[src/rtl/bus_req_master.sv]
module bus_req_master #(
  parameter int AW = 32,
  parameter int DW = 32
) (
  input  logic            clk,
  input  logic            rst_n,
  input  logic            cmd_valid,
  output logic            cmd_ready,
  input  logic            cmd_read,
  input  logic [AW-1:0]   cmd_addr,
  input  logic [DW-1:0]   cmd_wdata,
  input  logic [DW/8-1:0] cmd_bmask,
  output logic            rsp_valid,
  input  logic            rsp_ready,
  output logic [DW-1:0]   rsp_rdata,
  output logic            rsp_err,
  output logic            bus_sel,
  output logic            bus_rd,
  output logic [AW-1:0]   bus_addr,
  output logic [DW-1:0]   bus_wdata,
  output logic [DW/8-1:0] bus_bmask,
  input  logic [DW-1:0]   bus_rdata,
  input  logic            bus_rack,
  input  logic            bus_wack,
  input  logic            bus_err
);
  localparam int BW = DW / 8;

  typedef enum logic [1:0] {ST_IDLE, ST_BUS, ST_RSP} st_t;
  st_t st;

  logic            rd_q;
  logic [AW-1:0]   addr_q;
  logic [DW-1:0]   wdata_q;
  logic [BW-1:0]   bmask_q;
  logic [DW-1:0]   rdata_q;
  logic            err_q;

  wire take = cmd_valid && cmd_ready;
  wire done = (st == ST_BUS) && (rd_q ? bus_rack : bus_wack);

  assign cmd_ready = (st == ST_IDLE);
  assign bus_sel   = (st == ST_BUS);
  assign rsp_valid = (st == ST_RSP);
  assign bus_rd    = rd_q;
  assign bus_addr  = addr_q;
  assign bus_wdata = wdata_q;
  assign bus_bmask = bmask_q;
  assign rsp_rdata = rdata_q;
  assign rsp_err   = err_q;

  always_ff @(posedge clk or negedge rst_n) begin
    if (!rst_n) begin
      st      <= ST_IDLE;
      rd_q    <= 1'b0;
      addr_q  <= '0;
      wdata_q <= '0;
      bmask_q <= '0;
      rdata_q <= '0;
      err_q   <= 1'b0;
    end else begin
      case (st)
        ST_IDLE: if (take) begin
          st      <= ST_BUS;
          rd_q    <= cmd_read;
          addr_q  <= cmd_addr;
          wdata_q <= cmd_wdata;
          bmask_q <= cmd_bmask;
        end
        ST_BUS: if (done) begin
          st      <= ST_RSP;
          rdata_q <= rd_q ? bus_rdata : '0;
          err_q   <= bus_err;
        end
        ST_RSP: if (rsp_ready) st <= ST_IDLE;
        default: st <= ST_IDLE;
      endcase
    end
  end

  wire ack_match = bus_rd ? bus_rack : bus_wack;


  accept_drives_bus_chk: assert property (@(posedge clk) disable iff (!rst_n)
    (cmd_valid && cmd_ready) |=> (bus_sel && bus_rd == $past(cmd_read)
      && bus_addr == $past(cmd_addr)));


  hold_while_waiting_chk: assert property (@(posedge clk) disable iff (!rst_n)
    (bus_sel && !ack_match) |=> (bus_sel && $stable(bus_rd) && $stable(bus_addr)
      && $stable(bus_wdata) && $stable(bus_bmask)));


  err_follows_ack_chk: assert property (@(posedge clk) disable iff (!rst_n)
    (bus_sel && ack_match) |=> (rsp_valid && rsp_err == $past(bus_err)));


  no_take_while_busy_chk: assert property (@(posedge clk) disable iff (!rst_n)
    (bus_sel || rsp_valid) |-> !cmd_ready);


  sel_drops_after_ack_chk: assert property (@(posedge clk) disable iff (!rst_n)
    (bus_sel && ack_match) |=> !bus_sel);


  rsp_hold_chk: assert property (@(posedge clk) disable iff (!rst_n)
    (rsp_valid && !rsp_ready) |=> (rsp_valid && $stable(rsp_rdata) && $stable(rsp_err)));
endmodule

[config.mk]
export PLATFORM = sky130hd
export DESIGN_NAME = bus_req_master
export DESIGN_NICKNAME = d
export VERILOG_FILES = /design/src/rtl/bus_req_master.sv
export SDC_FILE = /design/constraint.sdc
export NUM_CORES = 1
export LEC_CHECK = 0
export BUFFER_PORTS_ARGS = -buffer_cell sky130_fd_sc_hd__buf_4
export CAP_MARGIN = 20
export CORE_ASPECT_RATIO = 1.1
export CORE_MARGIN = 2
export CORE_UTILIZATION = 45
export DETAILED_ROUTE_END_ITERATION = 8
export PLACE_DENSITY_LB_ADDON = 0.15
export SLEW_MARGIN = 10
export SYNTH_ARGS = -nofsm -noshare
export SYNTH_HDL_FRONTEND = slang
export SYNTH_SLANG_ARGS = --single-unit
[constraint.sdc]
create_clock -name clk -period 3.6 [get_ports clk]
set_input_delay 0.9 -clock clk [delete_from_list [all_inputs] [get_ports clk]]
set_output_delay 0.9 -clock clk [all_outputs]
set_load 0.03 [all_outputs]
* Word level (Yosys, flattened, before mapping)
Cells that the tools add are included.
** Operators by class
- Equal/unequal tests :: 5
- Reductions and logical operators :: 6
- Mux-type cells :: 6
** Operator list (count)
- $mux 32 :: 1
- $mux 2 :: 3
- $ne 2x1->1 const B :: 3
- $pmux 2 s3 :: 1
- $reduce_and 2->1 :: 2
- $reduce_and 3->1 :: 1
- $eq 2x1->1 const B :: 1
- $eq 2x2->1 const B :: 1
- $logic_and 1x1->1 :: 2
- $logic_not 2->1 :: 1
- $mux 1 :: 1
** Word-level totals
- Bits in registers :: 104
- Output and inout port bits :: 105
- Input port bits :: 108

* Longest topological paths before layout
- Word-level depth :: 4
- Gate-level depth with buffers :: 6
- Mapped depth without buffers :: 3

* Least setup slack after synthesis
No wires, ideal clock.
- Kind :: flip-flop to output port
- Start point :: register st[1]
- End point :: output bus_sel
- Data arrival time :: 1.086 ns
- Stages on the path, launching flop included :: 4
- Path slack :: 1.614 ns
- Buffers on the path :: 2
- Cells stage by stage :: dfrtp_1 > nor2b_1 > buf_2 > clkbuf_1
** On the way
- Word-level cells in the longest chain between the ends :: 1
** Ends and longest elaborated chain
- start: declaration :: line 30 : st_t st;
- start signal: assignment :: line 54 : st <= ST_IDLE;
- start signal: assignment :: line 64 : st <= ST_BUS;
- start signal: assignment :: line 71 : st <= ST_RSP;
- $eq 2x1->1 :: line 43 : assign bus_sel = (st == ST_BUS);
- end: declaration :: line 17 : output logic bus_sel,
Every way passes these cells.

* Worst setup path in the final report
Ends and elaborated chain as after synthesis.

==> results.cfg <==
[global_route]
grt.overflow.total = 0
grt_max_degree = 65
grt_pass1_wl_um = 15400
grt_pass1_vias = 3102
antenna_found_initial = 0
track_usage_pct = 19.7

[clock_network]
cts_resized = 0
post_cts_buffers = 0
postCtsHoldBufs = 0
cts_sinks = 104
ctsLongestPathBuffers = 2
clock_latency_ps = 360
cts_htree_levels = 3
clk_pin_slew_ps = 90
cts_tree = built
cts_made_buffers = 9
cts_root_buf = clkbuf_8

[power]
p_leak_uw = 0.00293
switching_share_pct = 43.6
max-vdd-ir-drop_mv = 0.644
seq_power_share_pct = 32.7
p_switching_uw = 2790
power_density_nw_per_um2 = 1060
p_int_uw = 3610
pwr-share-clk_pct = 11.8
pwr-share-comb_pct = 55.5

[sta]
setup_viol = 0
post-route-period-util_pct = 67.4
setup_tns_ps = 0
grt_setup_unrepaired = false
hold_violations = 0
relSlewSlack_pct = 45.4
skew_ps = 9.15
fin_ws_ps = 1170
worst_slew_pin_slew_ps = 819
period_minus_slack_ps = 2430
slew_violations = 0
fmax_mhz = 412

[cells_and_area]
layout.nets = 615
nFillCells = 673
num_antenna_cells = 0
areaGrowthSynthToFinish_pct = 44.6
final_layout_size_suffix_gt1_share_pct = 63.2

[die]
die_w_um = 95.7
die_h_um = 105
initial_utilization_pct = 46.6
die_area_um2 = 10000
ioPinCount = 213
core-area_um2 = 8920
rows = 36

[routing]
wl_um = 9980
dr.first_iter.drc_count = 87
routed-via-count = 3065
wire_per_inst_um = 16.0
ant_nets = 0
avgViaCountPerCell = 4.90
dr.pass1.iters = 5
drc = 0

[min_path]
hold_path.class = flop to flop

[placed_design]
dpl.hpwl_um = 7250
place_congestion = 0.795
pre_cts_slack_ps = 1210
io_buffer_count = 212

[synthesis]
synthDistinctLibCells = 17
synth_seq_cells = 104
synth.yosys.seq_area_share_pct = 62.6
syn-num-nets = 412
synth_area_um2 = 4160
ys_warn_count = 0
avgSynthCellArea_um2 = 13.7
synthCells = 304

[worst_setup_path]
worstPathRequired_ps = 2700
setup.worst_path.class = flop to output pin
cp.arrival_ps = 1530
critPathLaunchType = flop
cp_max_fo = 15
cp-end-kind = output pin

[run_status]
status = finished clean

[run]
maxCapViolCount = 0
cells by family (layout without fill, tap and decap cells):
family | after synthesis | count (layout) | share of synthesized area (%)
flip-flops | 104 | 104 | 62.6
AND/OR/NAND/NOR | 37 | 37 | 5.57
buffers and inverters | 58 | 265 | 6.41
multiplexers | 71 | 71 | 19.4
AO/OA/AOI/OAI | 34 | 34 | 6.02
worst max-delay path, cell delays in order, from the launching register on:
cell	delay (ps)
dfrtp_1	410
nor2b_2	490
buf_4	270
cell type report:
cell class	count	area, um^2	area share (%)
clock buffers	11	131	2.18
clock inverters	4	70.1	1.17
inverters	34	128	2.12
multi-input cells	142	1290	21.5
flip-flops and latches	104	2600	43.3
well taps	114	143	2.37
repair buffers	216	1650	27.4
per-stage QoR:
stage / hold slack, ps / total power [uW] / cells / cell area [um^2] / util, %
final: 511 / 6400 / 625 / 6010 / 67.4
after global routing: 529 / 6740 / 625 / 6010 / 67.4
after CTS: 517 / 6460 / 625 / 6010 / 67.4
after detailed placement: 496 / 5700 / 610 / 5810 / 65.2
after global placement: 491 / 5630 / 610 / 5810 / 65.2
after floorplan: 604 / 4380 / 304 / 4160 / -
flip-flops by register name, indices dropped and copies added (netlist names):
| register | count |
|---|---|
| bus_addr | 32 |
| bus_bmask | 4 |
| bus_rd | 1 |
| bus_wdata | 32 |
| rsp_err | 1 |
| rsp_rdata | 32 |
| st | 2 |
layer usage:
layer	global-route usage [%]	wire (um)	vias to the layer above
met3	6.06	982	7
met5	0	0	-
met2	32.8	5040	133
met4	6.12	94	0
li1	-	-	1442
met1	24.4	3860	1483
worst paths after layout:
check	from	endpoint	slack, ps	cells past startpoint
worst max-delay path	st[1]	bus_sel	1170	2
worst min-delay path	bus_addr[30]	bus_addr[30]	510	1
worst min register to register	bus_addr[30]	bus_addr[30]	510	1
worst max register to register	st[1]	bus_addr[4]	1640	4
min in group asynchronous	rst_n	bus_addr[1]	610	1
max in group asynchronous	rst_n	bus_wdata[16]	2250	2
placed cells by master, fill, tap and decap left out, drive strengths merged:
| master | instances |
|---|---|
| nand4 | 32 |
| buf | 216 |
| a21o | 1 |
| inv | 34 |
| clkbuf | 11 |
| clkinv | 2 |
| bufinv | 2 |
| nor2 | 1 |
| and2 | 2 |
| nor2b | 2 |
| o21ai | 32 |
| o21bai | 1 |
| dfrtp | 104 |
| mux2 | 71 |
power groups by stage:
stage | logic, uW | registers (uW) | clock network (uW)
6_report | 3550 | 2090 | 754
5_1_grt | 3750 | 2170 | 824
4_1_cts | 3590 | 2090 | 777
3_5_place_dp | 3600 | 2110 | 0
3_3_place_gp | 3530 | 2090 | 0
2_1_floorplan | 1110 | 3270 | 0
cells in the mapped netlist, drive strengths merged:
library cell | instances | area, um^2
a21o | 1 | 7.51
and2 | 2 | 15.0
buf | 14 | 101
clkbuf | 10 | 37.5
dfrtp | 104 | 2600
inv | 34 | 128
mux2 | 71 | 807
nand4 | 32 | 200
nor2 | 1 | 3.75
nor2b | 2 | 12.5
o21ai | 32 | 235
o21bai | 1 | 7.51
(Power assumes the default switching activity.)
